`src/rtl/flash_enc_pkg.sv`:
```
package flash_enc_pkg;

   // Path select encoding carried through the pipeline
   typedef enum logic {
      PATH_TABLE = 1'b0,
      PATH_GRAY  = 1'b1
   } enc_path_e;

   // Number of comparators for a BITS-bit flash converter
   function automatic int unsigned comp_count(input int unsigned bits);
      return (1 << bits) - 1;
   endfunction

endpackage

```
`src/rtl/fte_bubble_table.sv`:
```
// Bubble-tolerant transition detector feeding a wired-OR code table.
module fte_bubble_table #(
   parameter int unsigned BITS  = 3,
   parameter int unsigned NCOMP = 7
) (
   input  logic [NCOMP-1:0] therm,
   output logic [BITS-1:0]  code
);

   // ext[i] is T(i): T0 forced high, T(NCOMP+1) forced low
   logic [NCOMP+1:0] ext;
   logic [NCOMP:1]   row_hit;

   assign ext = {1'b0, therm, 1'b1};

   for (genvar i = 1; i <= NCOMP; i++) begin : g_row
      assign row_hit[i] = ext[i-1] & ext[i] & ~ext[i+1];
   end

   // Every firing row drives its own number onto the shared code lines
   always_comb begin
      code = '0;
      for (int i = 1; i <= NCOMP; i++) begin
         if (row_hit[i]) code = code | BITS'(i);
      end
   end

endmodule

```
`src/rtl/fte_therm_gray.sv`:
```
// Direct thermometer-to-Gray mapping: every comparator reaches one Gray bit.
module fte_therm_gray #(
   parameter int unsigned BITS  = 3,
   parameter int unsigned NCOMP = 7
) (
   input  logic [NCOMP-1:0] therm,
   output logic [BITS-1:0]  gray
);

   for (genvar k = 0; k < BITS; k++) begin : g_bit
      if (k == BITS - 1) begin : g_top
         // Top Gray bit is the midpoint comparator T(2^(BITS-1))
         assign gray[k] = therm[(1 << k) - 1];
      end else begin : g_low
         localparam int unsigned STEP  = 1 << k;
         localparam int unsigned TERMS = 1 << (BITS - k - 2);
         logic [TERMS-1:0] window;
         for (genvar m = 0; m < TERMS; m++) begin : g_win
            // Window opens at T((4m+1)*2^k) and closes at T((4m+3)*2^k)
            assign window[m] = therm[(4*m + 1)*STEP - 1]
                             & ~therm[(4*m + 3)*STEP - 1];
         end
         assign gray[k] = |window;
      end
   end

endmodule

```
`src/rtl/fte_gray2bin.sv`:
```
// Gray to binary conversion, rippling from the top bit downward.
module fte_gray2bin #(
   parameter int unsigned BITS = 3
) (
   input  logic [BITS-1:0] gray,
   output logic [BITS-1:0] bin
);

   assign bin[BITS-1] = gray[BITS-1];

   for (genvar k = BITS - 2; k >= 0; k--) begin : g_chain
      assign bin[k] = bin[k+1] ^ gray[k];
   end

endmodule

```
`src/rtl/flash_therm_encoder.sv`:
```
module flash_therm_encoder
   import flash_enc_pkg::*;
#(
   parameter int unsigned BITS  = 3,
   parameter int unsigned NCOMP = comp_count(BITS)
) (
   input  logic             clk,
   input  logic             rst_n,
   input  logic             in_valid,
   input  logic             sel_gray,
   input  logic [NCOMP-1:0] in_therm,
   output logic             out_valid,
   output logic [BITS-1:0]  out_code
);

   // Elaboration-time parameter checks
   if (BITS < 3 || BITS > 6) begin : g_bad_bits
      $error("flash_therm_encoder: BITS must lie in 3..6");
   end
   if (NCOMP != comp_count(BITS)) begin : g_bad_ncomp
      $error("flash_therm_encoder: NCOMP must equal 2^BITS-1");
   end

   // Stage 1: comparator capture
   logic [NCOMP-1:0] therm_q;
   enc_path_e        path_q;
   logic             vld_q;

   always_ff @(posedge clk or negedge rst_n) begin
      if (!rst_n) begin
         therm_q <= '0;
         path_q  <= PATH_TABLE;
         vld_q   <= 1'b0;
      end else begin
         vld_q <= in_valid;
         if (in_valid) begin
            therm_q <= in_therm;
            path_q  <= enc_path_e'(sel_gray);
         end
      end
   end

   // Encoders
   logic [BITS-1:0] table_code;
   logic [BITS-1:0] gray_code;
   logic [BITS-1:0] stage_word;

   fte_bubble_table #(.BITS(BITS), .NCOMP(NCOMP)) u_table (
      .therm (therm_q),
      .code  (table_code)
   );

   fte_therm_gray #(.BITS(BITS), .NCOMP(NCOMP)) u_gray (
      .therm (therm_q),
      .gray  (gray_code)
   );

   assign stage_word = (path_q == PATH_GRAY) ? gray_code : table_code;

   // Stage 2: the Gray word is held before conversion, the table code as is
   logic [BITS-1:0] held_q;
   enc_path_e       held_path_q;
   logic            out_vld_q;

   always_ff @(posedge clk or negedge rst_n) begin
      if (!rst_n) begin
         held_q      <= '0;
         held_path_q <= PATH_TABLE;
         out_vld_q   <= 1'b0;
      end else begin
         out_vld_q <= vld_q;
         if (vld_q) begin
            held_q      <= stage_word;
            held_path_q <= path_q;
         end
      end
   end

   logic [BITS-1:0] held_bin;

   fte_gray2bin #(.BITS(BITS)) u_g2b (
      .gray (held_q),
      .bin  (held_bin)
   );

   assign out_valid = out_vld_q;
   assign out_code  = (held_path_q == PATH_GRAY) ? held_bin : held_q;

endmodule

```
`config.mk`:
```
export PLATFORM = sky130hd
export DESIGN_NAME = flash_therm_encoder
export DESIGN_NICKNAME = d
export VERILOG_FILES = /design/src/rtl/flash_enc_pkg.sv /design/src/rtl/fte_bubble_table.sv /design/src/rtl/fte_therm_gray.sv /design/src/rtl/fte_gray2bin.sv /design/src/rtl/flash_therm_encoder.sv
export SDC_FILE = /design/constraint.sdc
export NUM_CORES = 1
export LEC_CHECK = 0
export BUFFER_PORTS_ARGS = -buffer_cell sky130_fd_sc_hd__buf_2
export CORE_MARGIN = 3
export CORE_UTILIZATION = 45
export DETAILED_ROUTE_END_ITERATION = 10
export MAX_ROUTING_LAYER = met4
export PLACE_DENSITY = 0.65
export SLEW_MARGIN = 20
export SYNTH_ARGS = -nofsm -noshare
export SYNTH_HDL_FRONTEND = slang
export SYNTH_SLANG_ARGS = --single-unit
```
`constraint.sdc`:
```
create_clock -name clk -period 2.9 [get_ports clk]
set_clock_uncertainty 0.2 [all_clocks]
set_input_delay 0 -clock clk [delete_from_list [all_inputs] [get_ports clk]]
set_output_delay 0 -clock clk [all_outputs]
set_load 0.005 [all_outputs]
```
==> results of run 1 <==
-- worst max-delay path by stage --
stage                      startpoint                     end  cells after the start
2_1_floorplan  therm_q[6]$_DFFE_PN0P_   held_q[0]$_DFFE_PN0P_                      4
3_3_place_gp   therm_q[5]$_DFFE_PN0P_   held_q[0]$_DFFE_PN0P_                      4
3_5_place_dp   therm_q[5]$_DFFE_PN0P_   held_q[0]$_DFFE_PN0P_                      4
4_1_cts                      in_valid  therm_q[0]$_DFFE_PN0P_                      6
5_1_grt                      in_valid  therm_q[4]$_DFFE_PN0P_                      6
6_report                     in_valid  therm_q[4]$_DFFE_PN0P_                      6
-- state kept, by name, summed over array words and instances, names as in the netlist --
| signal | cells |
|---|---|
| held_q | 3 |
| therm_q | 7 |
| out_valid | 1 |
| path_q | 1 |
| held_path_q | 1 |
| vld_q | 1 |
-- layer usage --
| metal | part of all wire [%] | wire (um) | global-route usage (%) | up-vias |
|---|---|---|---|---|
| li1 | - | - | - | 266 |
| met1 | 43 | 631 | 22.73 | 260 |
| met2 | 52 | 768 | 33.83 | 12 |
| met3 | 2.9 | 43 | 2.542 | 4 |
| met4 | 2.0 | 29 | 13.04 | 0 |
| met5 | 0 | 0 | - | - |
-- cells in the mapped netlist, drive strengths merged --
cell type,n
dfrtp,14
nand2,8
mux2,6
o21ai,6
inv,4
buf,2
nand3b,2
nor2,2
xnor2,2
a31oi,1
a41oi,1
o2111ai,1
o211ai,1
o221ai,1
o311ai,1
o31ai,1
xor2,1
-- logic make-up after synthesis --
kind of cell    count (synthesis)
simple gates                   12
flops                          14
buf+inv                         6
mux                             6
compound gates                 13
xor+xnor                        3
-- power by group --
group          total (mW)  internal (mW)  switching (mW)
logic               0.104         0.0649          0.0387
clock network       0.105         0.0481          0.0567
registers           0.240          0.216          0.0235
total               0.448          0.329           0.119
-- critical path, stage by stage --
cell and delay, ps:
dlygate4sd3_1 520, buf_2 240, nand2_1 90, dlygate4sd3_1 570, o21ai_0 100, dlygate4sd3_1 580
-- per-stage QoR --
stage | hold slack (ps) | utilization [%] | area, um^2 | worst slack [ps]
after floorplan | -495.6 | - | 610.6 | 1743
after global placement | -292.4 | 57.81 | 685.7 | 1682
after detailed placement | -295.1 | 57.81 | 685.7 | 1645
after CTS | 297.4 | 77.43 | 918.4 | 908.7
after global routing | 334.5 | 77.43 | 918.4 | 761.7
final | 318.5 | 77.43 | 918.4 | 816.5
-- cell type report --
type | count | area share (%)
sequential | 14 | 38.15
timing repair buffer | 35 | 30.52
multi-input combinational | 34 | 25.34
clock buffer | 3 | 2.452
tap | 14 | 1.907
inverter | 4 | 1.635
==> metrics.md, run 1 <==
| Metric | Value |
|---|---|
| Critical path startpoint category | input port |
| Pleak | 0.4091 nW |
| Synth area leader | dfrtp_1 |
| WP data required | 2920 ps |
| Antenna violations before repair | 0 |
| Total routed wirelength | 1473 um |
| Die height | 42.84 um |
| Mapped Cells | 54 |
| Routability cong. | roughly 0.85 |
| Min-delay worst type | input port to flip-flop |
| Ranking of synthesized cells by area | dfrtp_1 57%, mux2_2 11%, nand2_1 4.9% |
| Die area | roughly 0.0018 mm^2 |
| Peak Freq | between 400 and 500 MHz |
| Die W | 42.84 um |
| Final hold vios | 0 |
| Slew HR | 58.56% |
| Most frequent cells in the layout | 21 x dlygate4sd3_1, 14 x dfrtp_1, 14 x buf_2, 8 x nand2_1, 6 x mux2_2 |
| Arr. time, crit path | 2100 ps |
| DR vias | 542 |
| Remaining global-route overflow | 0 |
| Initial Util | 51.48% |
| DR iter-0 viols | 20 |
| RSZ-0062 raised after global routing | no |
| Total power | 0.4482 mW |
| Seq/Total Area, Yosys | 57.38% |
| Reg clk slew, reported paths | 80 ps |
| Inst Count DP | 80 |
| XOR/XNOR share of the synthesized area | 4.303% |
| Simple-gate portion of the synthesized area | 8.607% |
| CP Class | input port to flip-flop |
| Worst-path fanout max | 12 |
| Top Ports | 15 |
| Ys Warns | 0 |
| Number of I/O port buffers | 14 |
| TritonCTS clock tree | yes |
| Period utilization | 71.85% |
| Core region area | 0.001186 mm^2 |
| Number of global-route vias before repair | 597 |
| Fin. max-slew vios | 0 |
| Worst Hold Depth | 2 |
| Routed len/inst | 14.16 um |
| Hold-fix buffers, CTS | 21 |
| Finished Layout Cells | 104 |
| FF-to-FF Start | therm_q[1]$_DFFE_PN0P_ |
| Syn Nets | 65 |
| Syn Area/Cell | 11.31 um^2 |
| Count of cell types in the netlist | 19 |
| Layout cell share with drive strength beyond 1 | 25.56% |
| FILL cells | 71 |
| Clock buffer count from CTS | 3 |
| Worst Hold End | vld_q$_DFF_PN0_ |
| Sink Count | 14 |
| Antenna Diode Count | 0 |
| Max cap viols | 0 |
| Most common cell after layout, fill and taps aside | dlygate4sd3_1 |
| Tot GR Track Use | roughly 20% |
| Post-synth top area share | 57.38% |
| Setup TNS | 0 ps |
| CTS resizes | 0 |
| Min-delay src | in_valid |
| Mux cell area share after synthesis | 11.07% |
| Reg-to-reg slack, setup | 1320 ps |
| Cell Rows | 12 |
| Clk buf depth | 2 |
| Largest family of logic cells by synthesized area | compound AO/OA/AOI/OAI gates |
| Nets | 103 |
| Worst R2R End | therm_q[1]$_DFFE_PN0P_ |
| Antenna Nets Post-Route | 0 |
| FF-to-FF path depth | 2 |
| H-tree Lvls | 1 |
| Post-synth design cell area | 610.6 um^2 |
| Largest net degree at the start of global routing | 15 |
| Setup bufs post-CTS | 0 |
| Residual DRC count | 0 |
| Area of the multi-input gates | 232.7 um^2 |
| Max IR drop VDD | between 300 and 400 uV |
| Minimum clock period | ~2100 ps |
| Root buffer cell | clkbuf_4 |
| DRT Pass-1 Iters | 4 |
| Synth Area in Compound Gates | 14.14% |
| Status | finished clean |
| Least-Margin Pin Slew | just over 600 ps |
| Post-DP HPWL | 799.4 um |
| Pwr dens | 488.1 mW/mm^2 |
| Storage cell area | 350.3 um^2 |
| Setup violators final | 0 |
| First-pass GRT wire length | approximately 2600 um |
| Via-to-Cell Ratio | between 5 and 6 |
| Clk Latency, worst-skew pair | 270 ps |
| Yosys reg bits | 14 |
| Synth Area in Adders | 0% |
| Worst Setup End Kind | flip-flop |
| Area Overhead vs Synth | 50.41% |
Note: power is estimated with default switching activity, not from simulation.
==> run 2, diff against run 1 <==
==> constraint.sdc (replaced) <==
create_clock -name clk -period 2 [get_ports clk]
set_clock_uncertainty 0.2 [all_clocks]
set_input_delay 0 -clock clk [delete_from_list [all_inputs] [get_ports clk]]
set_output_delay 0 -clock clk [all_outputs]
set_load 0.005 [all_outputs]
==> run 2 against run 1 <==
Final cell count unchanged; clock power grew 41%; largest cell class unchanged; die area unchanged; first-iteration DRC count is 15% higher; highest routed layer unchanged; power up 45%; critical endpoint is now therm_q[0]$_DFFE_PN0P_; routed wire length up 0.27%.
==> metrics.md, run 2 (synthesis gave the netlist of run 1 again) <==
| Metric | Value |
|---|---|
| Worst-path fanout max | 1 (was 12) |
| Period utilization | 98.61% |
| Minimum clock period | 1972 ps |
| Max cap viols | 0 (unchanged) |
| FF-to-FF path depth | 2 (unchanged) |
| Arr. time, crit path | 1920 ps (was 2100 ps) |
| DRT Pass-1 Iters | 4 (unchanged) |
| Largest net degree at the start of global routing | 15 (unchanged) |
| Status | finished clean (unchanged) |
| Most common cell after layout, fill and taps aside | dlygate4sd3_1 (unchanged) |
| Antenna violations before repair | 0 (unchanged) |
| Pwr dens | 707.2 mW/mm^2 (was 488.1 mW/mm^2) |
| Post-DP HPWL | 792.6 um (was 799.4 um) |
| Largest Register | therm_q (unchanged) |
| Core region area | 0.001186 mm^2 (unchanged) |
| H-tree Lvls | 1 (unchanged) |
| Worst setup margin | 27.87 ps (was 816.5 ps) |
| FILL cells | 78 (was 71) |
| First-pass GRT wire length | 2559 um (was 2635 um) |
| Min-delay worst type | input port to flip-flop (unchanged) |
| WP data required | 1950 ps (was 2920 ps) |
| Nets | 103 (unchanged) |
| Number of global-route vias before repair | 579 (was 597) |
| Total routed wirelength | 1477 um (was 1473 um) |
| Root buffer cell | clkbuf_4 (unchanged) |
| Inst Count DP | 80 (unchanged) |
| Slew HR | 57.94% (was 58.56%) |
| Area Overhead vs Synth | 50.41% (unchanged) |
| Pleak | 0.4106 nW (was 0.4091 nW) |
| Setup TNS | 0 ps (unchanged) |
| Setup bufs post-CTS | 0 (unchanged) |
| Fin. max-slew vios | 0 (unchanged) |
| Crit path from | in_therm[0] (was in_valid) |
| Reg-to-reg slack, setup | 390 ps (was 1320 ps) |
| Max IR drop VDD | 434.0 uV (was 331.6 uV) |
| Final hold vios | 0 (unchanged) |
| RSZ-0062 raised after global routing | no (unchanged) |
| Worst Setup End Kind | flip-flop (unchanged) |
| Cell Rows | 12 (unchanged) |
| Layout cell share with drive strength beyond 1 | 25.56% (unchanged) |
| Finished Layout Cells | 104 (unchanged) |
| Worst Hold Depth | 2 (unchanged) |
| Sink Count | 14 (unchanged) |
| CP Class | input port to flip-flop (unchanged) |
| DR iter-0 viols | 23 (was 20) |
| Tot GR Track Use | 19.84% (was 20.36%) |
| Die height | 42.84 um (unchanged) |
| Critical path startpoint category | input port (unchanged) |
| Initial Util | 51.48% (unchanged) |
| Total power | 0.6495 mW (was 0.4482 mW) |
| DR vias | 567 (was 542) |
| Routed len/inst | 14.20 um (was 14.16 um) |
| Top Ports | 15 (unchanged) |
| Most frequent cells in the layout | 21 x dlygate4sd3_1, 14 x dfrtp_1, 14 x buf_2, 8 x nand2_1, 6 x mux2_2 (unchanged) |
| Min-delay src | in_valid (unchanged) |
| Clk buf depth | 2 (unchanged) |
| Die area | 0.001835 mm^2 (unchanged) |
| Antenna Nets Post-Route | 0 (unchanged) |
| Remaining global-route overflow | 0 (unchanged) |
| Residual DRC count | 0 (unchanged) |
| Max reg flops | 7 (unchanged) |
| FF-to-FF Start | therm_q[5]$_DFFE_PN0P_ (was therm_q[1]$_DFFE_PN0P_) |
| Peak Freq | 507.1 MHz |
| Via-to-Cell Ratio | 5.452 (was 5.212) |
| Die W | 42.84 um (unchanged) |
| Routability cong. | 0.8496 (was 0.8497) |
| Least-Margin Pin Slew | 628.8 ps (was 619.6 ps) |
| Fin area | 918.4 um^2 (unchanged) |
| Dpl cell area | 685.7 um^2 (unchanged) |
| Worst Hold End | vld_q$_DFF_PN0_ (unchanged) |
| Antenna Diode Count | 0 (unchanged) |
| Number of I/O port buffers | 14 (unchanged) |
| Final core utilization | 77.43% (unchanged) |
| Clock buffer count from CTS | 3 (unchanged) |
| Reg clk slew, reported paths | 70 ps (was 80 ps) |
| Worst slack at placement | 744.4 ps (was 1645 ps) |
| Setup violators final | 0 (unchanged) |
| Clk Latency, worst-skew pair | 270 ps (about the same) |
| Fin Hold WS | 322.2 ps (was 318.5 ps) |
| TritonCTS clock tree | yes (unchanged) |
| Largest registers | therm_q x7, held_q x3 (unchanged) |
| Worst R2R End | therm_q[5]$_DFFE_PN0P_ (was therm_q[1]$_DFFE_PN0P_) |
run 2: cell counts in the layout (fill, tap and decap cells not counted):
No cell type changed its count.
run 2: cell type report:
| class | count | area [um^2] | share of cell area (%) |
|---|---|---|---|
| well taps | 14 | 17.52 | 1.907 |
| repair buffers | 35 | 280.3 | 30.52 |
| multi-input cells | 34 | 232.7 | 25.34 |
| flip-flops and latches | 14 | 350.3 | 38.15 |
| inverters | 4 | 15.01 | 1.635 |
| clock buffers | 3 | 22.52 | 2.452 |
run 2: how the worst max path moves through the flow:
| stage | end | slack [ps] |
|---|---|---|
| after CTS | therm_q[0]$_DFFE_PN0P_ | 100 |
| after floorplan | held_q[0]$_DFFE_PN0P_ | 840 |
| after detailed placement | held_q[0]$_DFFE_PN0P_ | 740 |
| after global placement | held_q[0]$_DFFE_PN0P_ | 780 |
| after global routing | path_q$_DFFE_PN0P_ | 1 |
| final | therm_q[0]$_DFFE_PN0P_ | 30 |
run 2: worst max-delay path, stage by stage:
cell           delay (ps)
dlygate4sd3_1         540
buf_2                 130
nand2_1                50
dlygate4sd3_1         550
o21ai_1                80
dlygate4sd3_1         570
run 2: power breakdown:
group | switching (mW) | internal, mW | leakage (nW) | total, mW
clock network | 0.0782 | 0.0695 | 0.0138 | 0.148
registers | 0.0349 | 0.314 | 0.165 | 0.348
logic | 0.0577 | 0.0955 | 0.232 | 0.153
total | 0.171 | 0.479 | 0.411 | 0.649
run 2: per-layer routing:
layer	global-route usage [%]	share of wire [%]	routed length [um]	vias to the layer above
li1	-	-	-	262
met1	23.32	39	575	274
met2	33.23	54	801	29
met3	2.542	5.7	84	2
met4	9.317	0.95	14	0
met5	-	0	0	-
run 2: what timing repair did:
item / 4_1_cts / 5_1_grt
resized for setup: 0 / 1
endpoints found under the setup margin: 0 / 2
endpoints found under the hold margin: 23 / 0
hold buffers: 22 / 0
